$ cat config.mk
export PLATFORM = sky130hd
export DESIGN_NAME = cmp_timer
export DESIGN_NICKNAME = d
export VERILOG_FILES = /design/src/rtl/cmp_timer.sv
export SDC_FILE = /design/constraint.sdc
export NUM_CORES = 1
export LEC_CHECK = 0
export BUFFER_PORTS_ARGS = -buffer_cell sky130_fd_sc_hd__buf_2
export CORE_UTILIZATION = 40
export DETAILED_ROUTE_END_ITERATION = 12
export GPL_ROUTABILITY_DRIVEN = 0
export GPL_TIMING_DRIVEN = 0
export PLACE_DENSITY = 0.68
export SETUP_SLACK_MARGIN = 0.4
export SLEW_MARGIN = 10
export SYNTH_ARGS = -nofsm -noshare
export SYNTH_HDL_FRONTEND = slang
export SYNTH_SLANG_ARGS = --single-unit
$ cat constraint.sdc
create_clock -name clk -period 1.5 [get_ports clk]
set_input_delay 0.15 -clock clk [delete_from_list [all_inputs] [get_ports clk]]
set_output_delay 0.15 -clock clk [all_outputs]
set_load 0.1 [all_outputs]
$ cat src/rtl/cmp_timer.sv
module cmp_timer #(
  parameter int WIDTH = 8
) (
  input  logic             clk,
  input  logic             rst_n,
  input  logic             tick,
  input  logic             cnt_we,
  input  logic [WIDTH-1:0] cnt_wdata,
  input  logic             cmp_we,
  input  logic [WIDTH-1:0] cmp_wdata,
  input  logic             mode_we,
  input  logic [2:0]       mode_wdata,
  input  logic             act_we,
  input  logic [1:0]       act_wdata,
  input  logic             force_cmp,
  input  logic             ovf_clr,
  input  logic             cmpf_clr,
  output logic [WIDTH-1:0] count,
  output logic             wave_out,
  output logic             ovf_flag,
  output logic             cmp_flag
);
  localparam logic [WIDTH-1:0] MAXV     = '1;
  localparam logic [2:0]       MODE_CTC = 3'd2;

  logic [WIDTH-1:0] cmp_q;
  logic [2:0]       mode_q;
  logic [1:0]       act_q;
  logic             skip_q;
  logic             wave_nx;

  wire ctc  = (mode_q == MODE_CTC);
  wire adv  = tick & ~cnt_we;
  wire hit  = adv & ~skip_q & (count == cmp_q);
  wire wrap = adv & (count == MAXV);
  wire fire = hit | force_cmp;

  always_comb begin
    case (act_q)
      2'd1:    wave_nx = ~wave_out;
      2'd2:    wave_nx = 1'b0;
      2'd3:    wave_nx = 1'b1;
      default: wave_nx = wave_out;
    endcase
  end

  always_ff @(posedge clk or negedge rst_n) begin
    if (!rst_n) begin
      count    <= '0;
      cmp_q    <= '0;
      mode_q   <= '0;
      act_q    <= '0;
      skip_q   <= 1'b0;
      wave_out <= 1'b0;
      ovf_flag <= 1'b0;
      cmp_flag <= 1'b0;
    end else begin
      if (cnt_we)          count <= cnt_wdata;
      else if (tick)       count <= (ctc && hit) ? '0 : count + 1'b1;
      if (cnt_we)          skip_q <= 1'b1;
      else if (tick)       skip_q <= 1'b0;
      if (cmp_we)          cmp_q  <= cmp_wdata;
      if (mode_we)         mode_q <= mode_wdata;
      if (act_we)          act_q  <= act_wdata;
      if (fire)            wave_out <= wave_nx;
      if (wrap)            ovf_flag <= 1'b1;
      else if (ovf_clr)    ovf_flag <= 1'b0;
      if (hit)             cmp_flag <= 1'b1;
      else if (cmpf_clr)   cmp_flag <= 1'b0;
    end
  end

  AST_RESET_ZERO: assert property (@(posedge clk) !rst_n |=> count == '0 || !rst_n);
  AST_FREE_INC: assert property (@(posedge clk) disable iff (!rst_n)
    tick && !cnt_we && !ctc |=> count == $past(count) + 1'b1);
  AST_IDLE_HOLD: assert property (@(posedge clk) disable iff (!rst_n)
    !tick && !cnt_we |=> $stable(count));
  AST_OVF_STICKY: assert property (@(posedge clk) disable iff (!rst_n)
    ovf_flag && !ovf_clr |=> ovf_flag);
  AST_CTC_CLEAR: assert property (@(posedge clk) disable iff (!rst_n)
    ctc && hit |=> count == '0);
  AST_CMPF_STICKY: assert property (@(posedge clk) disable iff (!rst_n)
    cmp_flag && !cmpf_clr |=> cmp_flag);
  AST_WAVE_QUIET: assert property (@(posedge clk) disable iff (!rst_n)
    !tick && !force_cmp |=> $stable(wave_out));
  AST_FORCE_NOFLAG: assert property (@(posedge clk) disable iff (!rst_n)
    force_cmp && !tick && !cmp_flag |=> !cmp_flag);
  AST_WR_PRIO: assert property (@(posedge clk) disable iff (!rst_n)
    cnt_we |=> count == $past(cnt_wdata));
  AST_SKIP_NOMATCH: assert property (@(posedge clk) disable iff (!rst_n)
    skip_q && !cnt_we && !cmp_flag |=> !cmp_flag);
endmodule

**Word-level counts from Yosys, hierarchy flattened**

Index checks and enable logic that the tools add are counted.

- Input bits: 31
- Register bits: 25

- Bitwise gates (word level): 8
- $add $sub $neg: 1
- Equal/unequal tests: 6
- Reductions and logical operators: 6
- Multiplexer cells: 10

Operators with widths:

| operator | count |
|---|---|
| $mux 8 | 3 |
| $add 8x1->8 const B | 1 |
| $eq 8x8->1 | 1 |
| $eq 8x8->1 const B | 1 |
| $mux 1 | 6 |
| $reduce_bool 2->1 | 3 |
| $and 1x1->1 | 4 |
| $eq 2x2->1 const B | 2 |
| $eq 3x2->1 const B | 1 |
| $not 1->1 | 3 |
| $pmux 1 s3 | 1 |
| $reduce_bool 3->1 | 1 |
| $eq 2x1->1 const B | 1 |
| $reduce_and 2->1 | 1 |
| $logic_and 1x1->1 | 1 |
| $or 1x1->1 | 1 |

**Logic depth before layout (Yosys ltp)**

- Depth in word-level cells: 8
- Depth in mapped cells: 6

**Worst setup path before layout**

No wires, ideal clock.

- Path kind: register -> register
- From: reg count[4]
- To: reg count[7]
- Slack: -579 ps
- Cell stages (with the launch flop): 6
- Data arrival time: 1948 ps
- Library setup time: 132 ps
- Period minus slack after synthesis: 2079 ps
- Path buffers: 0
- Path through: dfrtp_1 -> xor2_1 -> nor4_2 -> nand4_2 -> a22oi_1 -> o21ai_1

- Word-level cells in the longest chain between the ends: 6
- Elaborated cells between the ends (all ways): 7
- Those cells by class: 1 x add/sub; 1 x eq/ne; 3 x mux; 1 x bitwise; 1 x reduce/logical

RTL lines:

| what | line | RTL |
|---|---|---|
| from (decl) | 18 | `output logic [WIDTH-1:0] count,` |
| from (signal assigned) | 58 | `if (cnt_we) count <= cnt_wdata;` |
| from (signal assigned) | 59 | `else if (tick) count <= (ctc && hit) ? '0 : count + 1'b1;` |
| parallel branches: the longest is 3 deep, another holds $add 8x1->8 | n/a |  |
| $mux 8 (*) (2 in series) | 59 |  |
| $mux 8 (*) | 58 |  |

Every way passes the cells marked *. The select of a mux whose other input is x is not followed.
A chain may end at the register's enable or synchronous reset.

**Worst setup path after layout**

- From: reg count[2]
- To: reg wave_out

- Word-level cells in the longest chain between the ends: 4

RTL lines:

| what | line | RTL |
|---|---|---|
| $eq 8x8->1 | 34 | `wire hit = adv & ~skip_q & (count == cmp_q);` |
| $and 1x1->1 | 34 |  |
| $or 1x1->1 | 36 | `wire fire = hit \| force_cmp;` |
| $reduce_and 2->1 (no line) | n/a |  |
| to (signal assigned) | 65 | `if (fire) wave_out <= wave_nx;` |
| to (decl) | 19 | `output logic wave_out,` |

No other way between the ends.

==> impl_summary.txt <==
----------------------------------------------------
[Yosys]
  Top cells by area in the synthesized netlist ... sky130_fd_sc_hd__dfrtp_1 48%, sky130_fd_sc_hd__mux2_2 12%, sky130_fd_sc_hd__xor2_1 4.7%, sky130_fd_sc_hd__o21ai_0 3.4%, sky130_fd_sc_hd__nor4b_1 2.7%
  Most area-hungry cell type in the Yosys netlist ... sky130_fd_sc_hd__dfrtp_1
  Average size of a mapped cell ... 10.4 sq um
  Fraction of the yosys area taken by sequential cells ... 47.6%
  Synthesis-stage register bit count ... 25
  Unique cell type count in the Yosys netlist ... 31
  Number of synthesis warnings ... 0
  Area share of the leading cell type in the synthesized netlist ... 47.6%
  Post-Syn Area ... 1320 sq um
  Synthesized net count ... 158
  Gate Count Post-Synth ... 126

[STA]
  Maximum clock frequency ... 0.595 GHz
  Slew Viols, Final ... 0
  Measured slew at the worst slew-check pin ... 565 ps
  RSZ-0062 raised after global routing ... yes
  Worst slew slack as a fraction of its limit ... 62.4%
  Fin crit share ... 112%
  Number of setup violations in the final report ... 10
  Aggregate negative setup slack ... -1180 ps
  Final setup slack of the worst path ... -180 ps
  Final Hold Viols ... 0
  Max Clock Skew ... 3.75 ps
  Post-route minimum period ... 1680 ps

[Clock tree]
  Clock-pin transition on the worst setup and hold timing paths ... 140 ps
  CTS H-Tree Depth ... 1
  Root Driver ... sky130_fd_sc_hd__clkbuf_4
  Clock sink total ... 25
  Later-pin clock latency in the skew report ... 320 ps
  Number of CTS-inserted buffers ... 3
  Max Root-Sink Buffers ... 2
  CTS tree ... done

[Die]
  Area of the die ... 3520 sq um
  Top Ports ... 42
  Width of the die ... 59.3 um
  Core region area ... 3080 sq um
  Effective utilization at floorplan ... 42.7%
  Overall die height ... 59.3 um
  Cell row count ... 20

[Min path]
  Hold Crit Start ... cnt_wdata[7]
  Hold Crit Class ... input port to register
  Depth of the worst hold-timing path ... 3
  Worst hold endpoint ... count[7]$_DFFE_PN0P_

[GRT]
  Total gr overflow ... 0
  Total global-route track usage ... 19.7%
  Number of global-route vias before repair ... 1183
  Global-route wire length before repair ... 5.32 mm
  Initial antenna violation count ... 0
  Largest net degree at the start of global routing ... 26

[Route]
  Via count ... 1184
  Total routed wirelength ... 3.26 mm
  Number of DRC markers after the initial detailed-route iteration ... 38
  Routed WL per cell ... 14.6 um
  Detailed-route vias per instance ... 5.29
  First-pass detailed-route iteration total ... 4
  Routed Antenna Nets ... 0
  DRC violations left ... 0

[Cells and area]
  Final design area excluding fillers ... 2000 sq um
  Number of diodes ... 0
  Util after Layout ... 65.1%
  Final net count ... 213
  Leading cell type in the layout, fill and taps excluded ... sky130_fd_sc_hd__buf_2
  Area overhead of the layout relative to synthesis ... 52.3%
  Commonest cells after routing, fill and taps aside ... 27 x sky130_fd_sc_hd__buf_2, 17 x sky130_fd_sc_hd__dfrtp_1, 14 x sky130_fd_sc_hd__mux2_2
  Share of post-route cells with drive strength above 1 ... 52.2%

[Placed design]
  Buffers added on ports ... 38
  Area after DPL ... 1600 sq um
  Detailed Place HPWL ... 2.13 mm

[Worst setup path]
  Endpoint kind of the worst setup timing path ... register
  Origin of the critical flop-to-flop path ... count[2]$_DFFE_PN0P_
  End of the worst register-to-register path ... wave_out$_DFFE_PN0P_
  Critical path class ... register to register
  Crit start category ... register
  Slack of the worst reg-to-reg path ... -180 ps
  Highest net fanout along the worst path ... 4
  Arrival time at the worst endpoint ... 1900 ps
  CP Data Required Time ... 1720 ps
  Worst r2r path cells ... 5

[Pwr]
  Power per cell area ... 1010 nW/um^2
  Worst supply voltage drop on vdd ... 504 uV
  Total leakage power ... 0.846 nW

[Run]
  Max-Cap Viols ... 0

[Run status]
  Violated checks ... setup timing
  Result of the run ... complete, but fails checks

----------------------------------------------------
metal layers:
layer	vias up	part of all wire, %	GRT usage, %
met1	587	42	26.4
met3	2	4.4	3.06
met2	37	53	34.0
met5	-	0	0
met4	0	0.49	3.40
li1	558	-	-
through the flow:
stage          total power [mW]  worst slack (ps)  std cells  hold slack [ps]
2_1_floorplan              1.31              -183        126             -146
3_3_place_gp               1.44              -328        208              172
3_5_place_dp               1.45              -350        208              175
4_1_cts                    1.98              -140        220             4.40
5_1_grt                    2.13              -245        224             33.4
6_report                   2.02              -180        224             40.2
registers in the layout, indices dropped and copies added, names as in the netlist:
signal,cells
skip_q,1
ovf_flag,1
cmp_q,8
count,8
act_q,2
wave_out,1
mode_q,3
cmp_flag,1
layout make-up:
| cell class | instances | area (sq um) |
|---|---|---|
| inverters | 5 | 18.8 |
| plain buffers | 6 | 33.8 |
| well taps | 44 | 55.1 |
| clock buffers | 3 | 22.5 |
| repair buffers | 50 | 474 |
| flip-flops and latches | 25 | 651 |
| multi-input cells | 90 | 741 |
| clock inverters | 1 | 7.51 |
| fillers | 264 | 1070 |
critical path, cell delays in order, from the launching register on:
cell and delay (ps):
sky130_fd_sc_hd__dfrtp_4 530, sky130_fd_sc_hd__xor2_2 170, sky130_fd_sc_hd__nor4_4 370, sky130_fd_sc_hd__nand4_1 210, sky130_fd_sc_hd__a31oi_1 240, sky130_fd_sc_hd__o21ai_2 70
where the power goes:
group,switching [mW],internal (mW)
Sequential,0.0899,0.761
Combinational,0.493,0.368
Clock,0.208,0.102
synth_stat cells (all sizes together):
cell type,instances
nor4b,4
and2,1
o211ai,3
clkbuf,4
xor2,7
or3b,1
a22oi,1
o21ai,11
nand3,2
a21oi,5
a21o,1
nor3,1
nand2,7
nand4,4
nor4,3
nand2b,4
inv,5
a31oi,2
ha,1
nor3b,4
and3,4
buf,2
mux2,14
dfrtp,25
nor2,7
nor2b,2
xnor2,1
what timing repair did:
| item | in CTS | in global routing |
|---|---|---|
| setup buffers | 6 | 3 |
| pin swaps | 9 | 5 |
| cloned | 0 | 0 |
| endpoints found under the setup margin | 22 | 22 |
| hold buffers | 2 | 1 |
| hold endpoints to repair | 26 | 1 |
| gates resized for setup | 52 | 23 |
how the worst max path moves through the flow:
stage	cells after the start	endpoint	slack, ps	from
2_1_floorplan	5	count[7]$_DFFE_PN0P_	-180	count[4]$_DFFE_PN0P_
3_3_place_gp	5	count[7]$_DFFE_PN0P_	-330	skip_q$_DFFE_PN0P_
3_5_place_dp	5	count[7]$_DFFE_PN0P_	-350	skip_q$_DFFE_PN0P_
4_1_cts	5	wave_out$_DFFE_PN0P_	-140	count[2]$_DFFE_PN0P_
5_1_grt	5	wave_out$_DFFE_PN0P_	-250	count[2]$_DFFE_PN0P_
6_report	5	wave_out$_DFFE_PN0P_	-180	count[2]$_DFFE_PN0P_
kinds of logic (layout without fill, tap and decap cells):
logic type,count (synthesis),after routing,synth area share [%]
mux,14,14,12.0
buf+inv,11,65,4.00
xor+xnor,8,8,5.33
fa+ha+maj,1,1,0.951
flops,25,25,47.6
compound gates,23,23,9.89
simple gates,44,44,20.3
(Power assumes the default switching activity.)
